<file path="config.mk">
export PLATFORM = sky130hd
export DESIGN_NAME = mpr_read_path
export DESIGN_NICKNAME = d
export VERILOG_FILES = /design/src/rtl/mpr_pkg.sv /design/src/rtl/mpr_mode_reg.sv /design/src/rtl/mpr_array_stub.sv /design/src/rtl/mpr_burst_seq.sv /design/src/rtl/mpr_lane_drive.sv /design/src/rtl/mpr_latency_pipe.sv /design/src/rtl/mpr_read_path.sv
export SDC_FILE = /design/constraint.sdc
export NUM_CORES = 2
export LEC_CHECK = 0
export ABC_AREA = 1
export BUFFER_PORTS_ARGS = -buffer_cell sky130_fd_sc_hd__buf_2
export CELL_PAD_IN_SITES_DETAIL_PLACEMENT = 0
export CELL_PAD_IN_SITES_GLOBAL_PLACEMENT = 1
export CORE_MARGIN = 2
export CORE_UTILIZATION = 32
export DETAILED_ROUTE_END_ITERATION = 7
export PLACE_DENSITY_LB_ADDON = 0.1
export SLEW_MARGIN = 20
export SYNTH_ARGS = -nofsm -noshare
export SYNTH_HDL_FRONTEND = slang
export SYNTH_SLANG_ARGS = --single-unit
</file>
<file path="constraint.sdc">
create_clock -name clk -period 2 [get_ports clk]
set_input_delay 0.1 -clock clk [delete_from_list [all_inputs] [get_ports clk]]
set_output_delay 0.1 -clock clk [all_outputs]
set_load 0.02 [all_outputs]
</file>
<file path="src/rtl/mpr_pkg.sv">
package mpr_pkg;

    typedef enum logic [1:0] {
        BCFG_FIX8 = 2'b00,
        BCFG_OTF  = 2'b01,
        BCFG_FIX4 = 2'b10,
        BCFG_RSVD = 2'b11
    } burst_cfg_e;

    typedef struct packed {
        logic       en;
        logic [1:0] sel;
    } mr_pat_t;

    localparam logic [7:0] PAT_TRAIN = 8'hAA;

    function automatic logic [7:0] pattern_of(input logic [1:0] sel);
        return (sel == 2'b00) ? PAT_TRAIN : 8'h00;
    endfunction

endpackage

</file>
<file path="src/rtl/mpr_mode_reg.sv">
module mpr_mode_reg
    import mpr_pkg::*;
(
    input  logic       clk,
    input  logic       rst_n,
    input  logic       load,
    input  logic [2:0] data,
    output mr_pat_t    mr
);
    mr_pat_t mr_d, mr_q;

    always_comb begin
        mr_d = mr_q;
        if (load) begin
            mr_d.en  = data[2];
            mr_d.sel = data[1:0];
        end
    end

    always_ff @(posedge clk or negedge rst_n) begin
        if (!rst_n) mr_q <= '0;
        else        mr_q <= mr_d;
    end

    assign mr = mr_q;
endmodule

</file>
<file path="src/rtl/mpr_array_stub.sv">
module mpr_array_stub #(
    parameter int DQ_W  = 16,
    parameter int DEPTH = 64,
    localparam int AW   = $clog2(DEPTH)
) (
    input  logic            clk,
    input  logic            rst_n,
    input  logic            we,
    input  logic [AW-1:0]   waddr,
    input  logic [DQ_W-1:0] wdata,
    input  logic [AW-1:0]   raddr,
    output logic [DQ_W-1:0] rdata
);
    logic [DEPTH-1:0][DQ_W-1:0] mem_d, mem_q;

    always_comb begin
        mem_d = mem_q;
        if (we) mem_d[waddr] = wdata;
    end

    always_ff @(posedge clk or negedge rst_n) begin
        if (!rst_n) mem_q <= '0;
        else        mem_q <= mem_d;
    end

    assign rdata = mem_q[raddr];
endmodule

</file>
<file path="src/rtl/mpr_burst_seq.sv">
module mpr_burst_seq
    import mpr_pkg::*;
#(
    parameter int COL_W = 6
) (
    input  logic             clk,
    input  logic             rst_n,
    input  logic             rd_go,
    input  logic [COL_W-1:0] col,
    input  logic             bc_n,
    input  logic [1:0]       cfg,
    input  mr_pat_t          mr,
    output logic [COL_W-1:0] arr_raddr,
    output logic             beat_valid,
    output logic             beat_src_pat,
    output logic             beat_bit,
    output logic             err
);
    typedef struct packed {
        logic             active;
        logic [2:0]       idx;
        logic [3:0]       left;
        logic             src_pat;
        logic [7:0]       pat;
        logic [COL_W-1:0] base;
        logic             err;
    } seq_t;

    seq_t       s_d, s_q;
    burst_cfg_e cfg_e;
    logic       chop;
    logic       nib;
    logic       bad_addr;

    always_comb begin
        cfg_e    = burst_cfg_e'(cfg);
        chop     = (cfg_e == BCFG_FIX4) || ((cfg_e == BCFG_OTF) && !bc_n);
        nib      = chop & col[2];
        bad_addr = (col[1:0] != 2'b00) || (!chop && col[2]);
        s_d      = s_q;
        if (s_q.active) begin
            s_d.idx  = s_q.idx + 3'd1;
            s_d.left = s_q.left - 4'd1;
            if (s_q.left == 4'd1) s_d.active = 1'b0;
        end else if (rd_go) begin
            s_d.active  = 1'b1;
            s_d.left    = chop ? 4'd4 : 4'd8;
            s_d.idx     = {nib, 2'b00};
            s_d.src_pat = mr.en;
            s_d.pat     = pattern_of(mr.sel);
            s_d.base    = {col[COL_W-1:3], 3'b000};
            if (mr.en && bad_addr) s_d.err = 1'b1;
        end
    end

    always_ff @(posedge clk or negedge rst_n) begin
        if (!rst_n) s_q <= '0;
        else        s_q <= s_d;
    end

    assign arr_raddr    = s_q.base | COL_W'(s_q.idx);
    assign beat_valid   = s_q.active;
    assign beat_src_pat = s_q.src_pat;
    assign beat_bit     = s_q.pat[s_q.idx];
    assign err          = s_q.err;
endmodule

</file>
<file path="src/rtl/mpr_lane_drive.sv">
module mpr_lane_drive #(
    parameter int DQ_W = 16
) (
    input  logic            valid,
    input  logic            src_pat,
    input  logic            pbit,
    input  logic [DQ_W-1:0] word,
    output logic [DQ_W-1:0] lanes
);
    for (genvar i = 0; i < DQ_W; i++) begin : g_lane
        localparam bit PRIME = (i == 0) || (DQ_W == 16 && i == 8);
        if (PRIME) begin : g_prime
            assign lanes[i] = valid & (src_pat ? pbit : word[i]);
        end else begin : g_other
            assign lanes[i] = valid & ~src_pat & word[i];
        end
    end
endmodule

</file>
<file path="src/rtl/mpr_latency_pipe.sv">
module mpr_latency_pipe #(
    parameter int W  = 18,
    parameter int CL = 5
) (
    input  logic         clk,
    input  logic         rst_n,
    input  logic [W-1:0] din,
    output logic [W-1:0] dout
);
    logic [CL-1:0][W-1:0] stg_d, stg_q;

    always_comb begin
        stg_d[0] = din;
        for (int i = 1; i < CL; i++) stg_d[i] = stg_q[i-1];
    end

    always_ff @(posedge clk or negedge rst_n) begin
        if (!rst_n) stg_q <= '0;
        else        stg_q <= stg_d;
    end

    assign dout = stg_q[CL-1];
endmodule

</file>
<file path="src/rtl/mpr_read_path.sv">
module mpr_read_path
    import mpr_pkg::*;
#(
    parameter int DQ_W   = 16,
    parameter int DEPTH  = 64,
    parameter int CL     = 5,
    localparam int COL_W = $clog2(DEPTH)
) (
    input  logic             clk,
    input  logic             rst_n,
    input  logic             mr_load,
    input  logic [2:0]       mr_data,
    input  logic [1:0]       burst_cfg,
    input  logic             cmd_valid,
    input  logic             cmd_write,
    input  logic [COL_W-1:0] cmd_col,
    input  logic             cmd_bc_n,
    input  logic [DQ_W-1:0]  wr_data,
    output logic [DQ_W-1:0]  dq,
    output logic             dq_valid,
    output logic             addr_err
);
    localparam int PW = DQ_W + 2;

    mr_pat_t          mr;
    logic [COL_W-1:0] raddr;
    logic [DQ_W-1:0]  rword;
    logic [DQ_W-1:0]  lanes;
    logic             bvalid, bsrc, bbit;
    logic [PW-1:0]    pipe_out;
    logic             out_src_pat;

    mpr_mode_reg u_mode (
        .clk(clk), .rst_n(rst_n), .load(mr_load), .data(mr_data), .mr(mr)
    );

    mpr_array_stub #(.DQ_W(DQ_W), .DEPTH(DEPTH)) u_array (
        .clk(clk), .rst_n(rst_n),
        .we(cmd_valid & cmd_write & ~mr.en),
        .waddr(cmd_col), .wdata(wr_data),
        .raddr(raddr), .rdata(rword)
    );

    mpr_burst_seq #(.COL_W(COL_W)) u_seq (
        .clk(clk), .rst_n(rst_n),
        .rd_go(cmd_valid & ~cmd_write),
        .col(cmd_col), .bc_n(cmd_bc_n), .cfg(burst_cfg), .mr(mr),
        .arr_raddr(raddr), .beat_valid(bvalid), .beat_src_pat(bsrc),
        .beat_bit(bbit), .err(addr_err)
    );

    mpr_lane_drive #(.DQ_W(DQ_W)) u_lanes (
        .valid(bvalid), .src_pat(bsrc), .pbit(bbit), .word(rword), .lanes(lanes)
    );

    mpr_latency_pipe #(.W(PW), .CL(CL)) u_pipe (
        .clk(clk), .rst_n(rst_n),
        .din({bvalid, bsrc, lanes}),
        .dout(pipe_out)
    );

    assign dq_valid    = pipe_out[PW-1];
    assign out_src_pat = pipe_out[PW-2];
    assign dq          = pipe_out[DQ_W-1:0];
endmodule

</file>
* After elaboration in Yosys (flattened, before gate mapping)
Index checks and enable logic that the tools add are counted.
** Storage, ports and cells
- Bits in registers :: 1138
- Input bits :: 33
- Output and inout port bits :: 18
- Logic and storage cells :: 141
** Cells by class
- Add/subtract/negate cells :: 2
- Magnitude comparators :: 4
- Equality and inequality tests :: 3
- Mux-type cells :: 15
- Bitwise logic cells :: 26
- Reduce and logical (&&, ||, !) cells :: 13
** Operators with widths (count)
- 1024-bit bitwise mux :: 1
- 16-bit binary-select mux with 6-bit select :: 1
- 16-bit demux with 6-bit select :: 1
- 16-bit 2-to-1 mux :: 2
- 24-bit 2-to-1 mux :: 1
- 1-bit AND :: 21
- 8-bit 2-to-1 mux :: 2
- 6-bit by 7-bit < comparator with 1-bit output (second input constant) :: 2
- 6-bit by 1-bit >= comparator with 1-bit output (second input constant) :: 1
- 6-bit by 3-bit bitwise OR with 6-bit output :: 1
- 1-bit 2-to-1 mux :: 5
- 4-bit by 1-bit == test with 1-bit output (second input constant) :: 1
- 1-bit logical AND :: 4
- 3-bit by 4-bit < comparator with 1-bit output (second input constant) :: 1
- 4-bit 2-to-1 mux :: 1
- 1-bit NOT :: 4
- 2-bit nonzero test :: 2
- 4-bit by 1-bit subtractor with 4-bit output (second input constant) :: 1
- 3-bit by 1-bit adder with 3-bit output (second input constant) :: 1
- 1-bit binary-select mux with 3-bit select :: 1
- 3-bit AND reduction :: 1
- 2-bit by 1-bit == test with 1-bit output (second input constant) :: 1
- 2-bit == test (second input constant) :: 1
- 1-bit logical NOT :: 2
- other kinds (3) :: 4

* Depth between registers and ports, before layout
- Depth in word-level cells :: 10
- Mapped depth :: 13

* Modules after synthesis
Synthesis repeated with hierarchy kept, for this count alone.
** Unflattened totals
- Cells, all modules :: 6086
- Area, all modules :: 49516.2 um^2
** Modules (own cells, without submodules)
- mpr_array_stub :: instances 1, cells an instance 5855, area each 46221.8 um^2
- mpr_latency_pipe :: instances 1, cells an instance 90, area each 2252.2 um^2
- mpr_burst_seq :: instances 1, cells an instance 88, area each 733.2 um^2
- mpr_lane_drive :: instances 1, cells an instance 36, area each 178.9 um^2
- mpr_mode_reg :: instances 1, cells an instance 13, area each 112.6 um^2
- mpr_read_path :: instances 1, cells an instance 4, area each 17.5 um^2

* Worst setup path after synthesis
No wires, ideal clock.
- Path type :: register to register
- Start :: register u_seq.s_q[21] (netlist bit)
- End :: register u_pipe.stg_q, in the netlist u_pipe.stg_d[18]
- Library setup time :: 0.118 ns
- Data arrival time :: 1.644 ns
- Data required time :: 1.882 ns
- Slack :: 0.237 ns
- Cell stages (with the launch flop) :: 14
- Buffers on the path :: 3
- Period minus slack after synthesis :: 1.763 ns
- Cell sequence :: dfrtp_1 clkbuf_1 clkinv_1 clkbuf_1 clkbuf_1 nand3_1 nand3_1 nand2_1 nand2_1 nand3_1 nand3_1 nand2_1 nand2_1 nand2_1
** On the way
- Cells in the longest elaborated chain, start to end :: 5
- Elaborated cells on any way between the ends :: 7
** RTL lines
- from (decl) :: line mpr_burst_seq.sv:29 : seq_t s_d, s_q;
- from (signal assigned) :: line mpr_burst_seq.sv:57 : if (!rst_n) s_q <= '0;
- from (signal assigned) :: line mpr_burst_seq.sv:58 : else s_q <= s_d;
- 6-bit by 3-bit bitwise OR with 6-bit output :: line mpr_burst_seq.sv:61 : assign arr_raddr = s_q.base | COL_W'(s_q.idx);
- 16-bit binary-select mux with 6-bit select :: line mpr_array_stub.sv:26 : assign rdata = mem_q[raddr];
- 16-bit 2-to-1 mux (not written as such) :: line mpr_array_stub.sv:26
- 1-bit 2-to-1 mux * :: line mpr_lane_drive.sv:13 : assign lanes[i] = valid & (src_pat ? pbit : word[i]);
- 1-bit AND * :: line mpr_lane_drive.sv:13
- named net lanes[0] :: line mpr_read_path.sv:28 : logic [DQ_W-1:0] lanes;
- to (signal assigned) :: line mpr_latency_pipe.sv:19 : else stg_q <= stg_d;
- to (decl) :: line mpr_latency_pipe.sv:10 : logic [CL-1:0][W-1:0] stg_d, stg_q;
The timed path passes the listed nets; every way through them passes the cells marked *. The select of a mux whose other input is x is not followed.
A chain may end at the register's enable or synchronous reset.

* Final worst setup path
- Start :: register u_seq.s_q[20] (netlist bit)
- End :: register u_pipe.stg_q, in the netlist u_pipe.stg_d[19]
** On the way
- Cells in the longest elaborated chain, start to end :: 4
** RTL lines
- 6-bit by 3-bit bitwise OR with 6-bit output :: line mpr_burst_seq.sv:61
- 16-bit binary-select mux with 6-bit select :: line mpr_array_stub.sv:26
- 16-bit 2-to-1 mux (not written as such) :: line mpr_array_stub.sv:26
- 1-bit AND :: line mpr_lane_drive.sv:15 : assign lanes[i] = valid & ~src_pat & word[i];
- named net lanes[1] :: line mpr_read_path.sv:28
The timed path passes the listed nets, and every way through them passes these cells. The select of a mux whose other input is x is not followed.

==> impl_metrics.toml <==
[die]
dieArea_sq_um = 157000
chipWidth_um = 396
pin_count = 51
placementRows = 143
die_y_um = 396
start_util_pct = 32.3
placeableCoreArea_sq_um = 152000

[place]
hpwl_um = 116000
placer_congestion_estimate = 0.829
placed_cells_incl_taps = 7923
place.port_buffers = 50

[power]
sw_frac_of_total_pct = 38.4
power_report.internal_total_uw = 50700
ir_worst_vdd_mv = 0.921
comb_power_share_pct = 37.9
p_seq_share_pct = 31.5
power-per-cell-area_nw_per_um2 = 1340
switch_pwr_uw = 31700
clockPowerShare_pct = 30.6
total_leakage_power_uw = 0.0276

[setup_path]
setup.reg_to_reg.worst_slack_ns = -0.18
critical-path-top-delay-family = "buffers and inverters"
timing.reg2reg.worst_path_depth = 12
path_cells = "inv_12, buf_12, bufbuf_16, buf_4, nand2_1, nand3_1, nand3_1, nand2_2, nand2_1, nand3_1, nand3_2, a21oi_2"
critical_path_peak_fanout = 10
cpMostUsedCell = "sky130_fd_sc_hd__nand3_1"
endpoint_kind = "register"
critPathArrivalTime_ns = 2.89
cpMaxStageDelayCell = "sky130_fd_sc_hd__dfrtp_4"
cp_data_required_time_ns = 2.71
criticalPathCategory = "reg2reg"
timing.rr.start = "u_seq.s_q[20]"
r2r-end = "u_pipe.stg_d[19]"
crit_path_start_kind = "register"
path_buf_inv = 4
worst_path_largest_cell_delay_ns = 0.54

[drt]
drt-vias-per-instance = 5.07
wl_um = 190000
drt_iter0_drc = 3912
route.antenna.remaining_nets = 0
first_pass_iters = 6
number_of_vias_after_detailed_routing = 41700
post-route-drc-count = 0
wl_per_cell_um = 23.1

[clock_tree]
cts_tree = "done"
numClockSinks = 1126
numCtsBuffers = 139
cts_root_buffer = "sky130_fd_sc_hd__clkbuf_16"
clkTransAtPathRegs_ns = 0.06
worst_skew_pair.late_latency_ns = 0.78
clock_path_buffers = 3
htreeDepth = 4

[logic_synthesis]
synth.yosys.warnings = 0
synth-seq-cells = 1126
synthDistinctLibCells = 29
gate_count_after_technology_mapping = 6022
ys_seq_area_share_pct = 57.2
syn_nets = 6058
post_synthesis_cell_area_sq_um = 49300
synthesis.area_per_instance_sq_um = 8.18

[timing]
finalHoldViolCount = 0
grt_setup_unrepaired = "yes"
finalCriticalPeriod_ns = 2.18
min_period_over_period_pct = 109
worst_slew_margin_rel_pct = 35.5
skew_ns = 0.0530
finalSetupViolations = 16
setup_tns_ns = -1.97
tightest_pin_transition_ns = 0.966
maxSlewViolCount = 0
timing.final.ws_setup_ns = -0.177
hold_slack_ns = 0.143
clock.fmax_mhz = 459

[run_status]
status = "finished with violations"
failing_checks = "negative setup slack"

[final_layout]
layout-drive-gt1-share_pct = 13.7
nets = 6136
multi_input_area_sq_um = 19800
fill_cells = 15700
final_cell_mix = "2322 x sky130_fd_sc_hd__nand2_1, 1122 x sky130_fd_sc_hd__dfrtp_1, 928 x sky130_fd_sc_hd__o21ai_0, 756 x sky130_fd_sc_hd__nand3_1, 163 x sky130_fd_sc_hd__buf_12"
layout.cells.non_filler = 8234
growth_of_design_area_from_synthesis_to_finish_pct = 24.7
final-seq-area_sq_um = 28200
layout.cells.most_common = "sky130_fd_sc_hd__nand2_1"

[global_routing]
grt_max_degree = 84
vias_in_the_first_global_route = 40800
grt_first_pass_wirelength_um = 285000
grt_overflow = 0
grtUsageTotal_pct = 24.2
grt_antenna_before_repair = 5

[hold_path]
hold_depth = 3
worst_hold_startpoint = "mr_load"
min_to = "u_mode.mr[2]"
type_of_the_most_critical_hold_path = "in2reg"

[run]
max-cap-violations = 0
[through the flow]
step | power (uW) | setup slack, ns | instance area, sq um | util, %
2_1_floorplan | 38600 | 0.237 | 49300 | -
3_3_place_gp | 53400 | -0.439 | 54700 | 35.9
3_5_place_dp | 53400 | -0.440 | 54700 | 35.9
4_1_cts | 81700 | -0.175 | 60700 | 39.8
5_1_grt | 86400 | -0.228 | 61400 | 40.3
6_report | 82400 | -0.177 | 61400 | 40.3
[worst register-to-register path, stage by stage (launching register included)]
cell                        delay (ns)
sky130_fd_sc_hd__dfrtp_4          0.54
sky130_fd_sc_hd__inv_12           0.12
sky130_fd_sc_hd__buf_12           0.16
sky130_fd_sc_hd__bufbuf_16        0.31
sky130_fd_sc_hd__buf_4            0.13
sky130_fd_sc_hd__nand2_1          0.04
sky130_fd_sc_hd__nand3_1          0.06
sky130_fd_sc_hd__nand3_1          0.14
sky130_fd_sc_hd__nand2_2          0.12
sky130_fd_sc_hd__nand2_1          0.07
sky130_fd_sc_hd__nand3_1          0.10
sky130_fd_sc_hd__nand3_2          0.16
sky130_fd_sc_hd__a21oi_2          0.17
[Yosys cell counts (all sizes together)]
cell / count / share of area (%)
o31ai: 1 / 0.015
nor2: 8 / 0.066
ha: 3 / 0.076
o22ai: 1 / 0.013
nand3: 867 / 8.8
o21ai: 1035 / 11
a2bb2oi: 1 / 0.018
clkbuf: 403 / 3.1
nand2: 2387 / 18
a211oi: 1 / 0.015
a31oi: 2 / 0.025
clkinv: 17 / 0.13
inv: 23 / 0.18
nor4: 6 / 0.26
o21bai: 1 / 0.015
dfrtp: 1126 / 57
nand4: 1 / 0.013
nor3: 9 / 0.11
o211ai: 1 / 0.015
a41oi: 1 / 0.018
mux2: 2 / 0.046
buf: 110 / 1.0
a21oi: 16 / 0.16
[power groups by stage]
stage	sequential [uW]	combinational (uW)	clock, uW
2_1_floorplan	25800	12800	0
3_3_place_gp	26300	27100	0
3_5_place_dp	26300	27100	0
4_1_cts	26000	29900	25800
5_1_grt	26100	33500	26800
6_report	26000	31200	25200
[layer usage]
| metal | share of wire [%] | global-route usage, % |
|---|---|---|
| met4 | 2.6 | 6.45 |
| met1 | 47 | 34.3 |
| met2 | 46 | 38.9 |
| met3 | 4.1 | 3.22 |
| met5 | 0.014 | 0 |
[repair_timing]
action                                  in CTS  in global routing
hold buffers                                35                  0
cloned                                      12                 10
setup buffers                                4                  7
pin swaps                                   23                 39
hold endpoints to repair                  1951                  0
endpoints found under the setup margin      17                 19
resized for setup                          159                106
[final cells by class]
class	instances	area share, %
inverters	40	0.300
clock inverters	39	0.713
repair inverters	1	0.0143
well taps	2030	4.14
multi-input cells	4343	32.3
flip-flops and latches	1126	45.9
repair buffers	449	9.95
diodes	5	0.0204
clock buffers	201	6.65
[how the worst max path moves through the flow]
| stage | start | endpoint | slack [ns] | depth (start not counted) |
|---|---|---|---|---|
| after floorplan | u_seq.s_q[21] | u_pipe.stg_d[18] | 0.24 | 13 |
| after global placement | u_seq.s_q[20] | u_pipe.stg_d[27] | -0.44 | 12 |
| after detailed placement | u_seq.s_q[20] | u_pipe.stg_d[27] | -0.44 | 12 |
| after CTS | u_seq.s_q[20] | u_pipe.stg_d[29] | -0.18 | 13 |
| after global routing | u_seq.s_q[20] | u_pipe.stg_d[33] | -0.23 | 12 |
| final | u_seq.s_q[20] | u_pipe.stg_d[19] | -0.18 | 12 |
[state kept, by name, summed over array words and instances, names as in the netlist]
register	cells
u_array.mem_q	1024
u_mode.mr	3
u_pipe.dout	17
u_pipe.stg_d	68
u_seq.beat_src_pat	1
u_seq.beat_valid	1
u_seq.err	1
u_seq.s_q	11
[kinds of logic after synthesis]
| logic type | Yosys count | synth area share, % |
|---|---|---|
| adders and majority gates | 3 | 0.0762 |
| DFF | 1126 | 57.2 |
| buffers and inverters | 553 | 4.39 |
| muxes | 2 | 0.0457 |
| AOI/OAI and AO/OA | 1060 | 10.8 |
| and+or+nand+nor | 3278 | 27.5 |
Power figures use the tool's default switching activity.
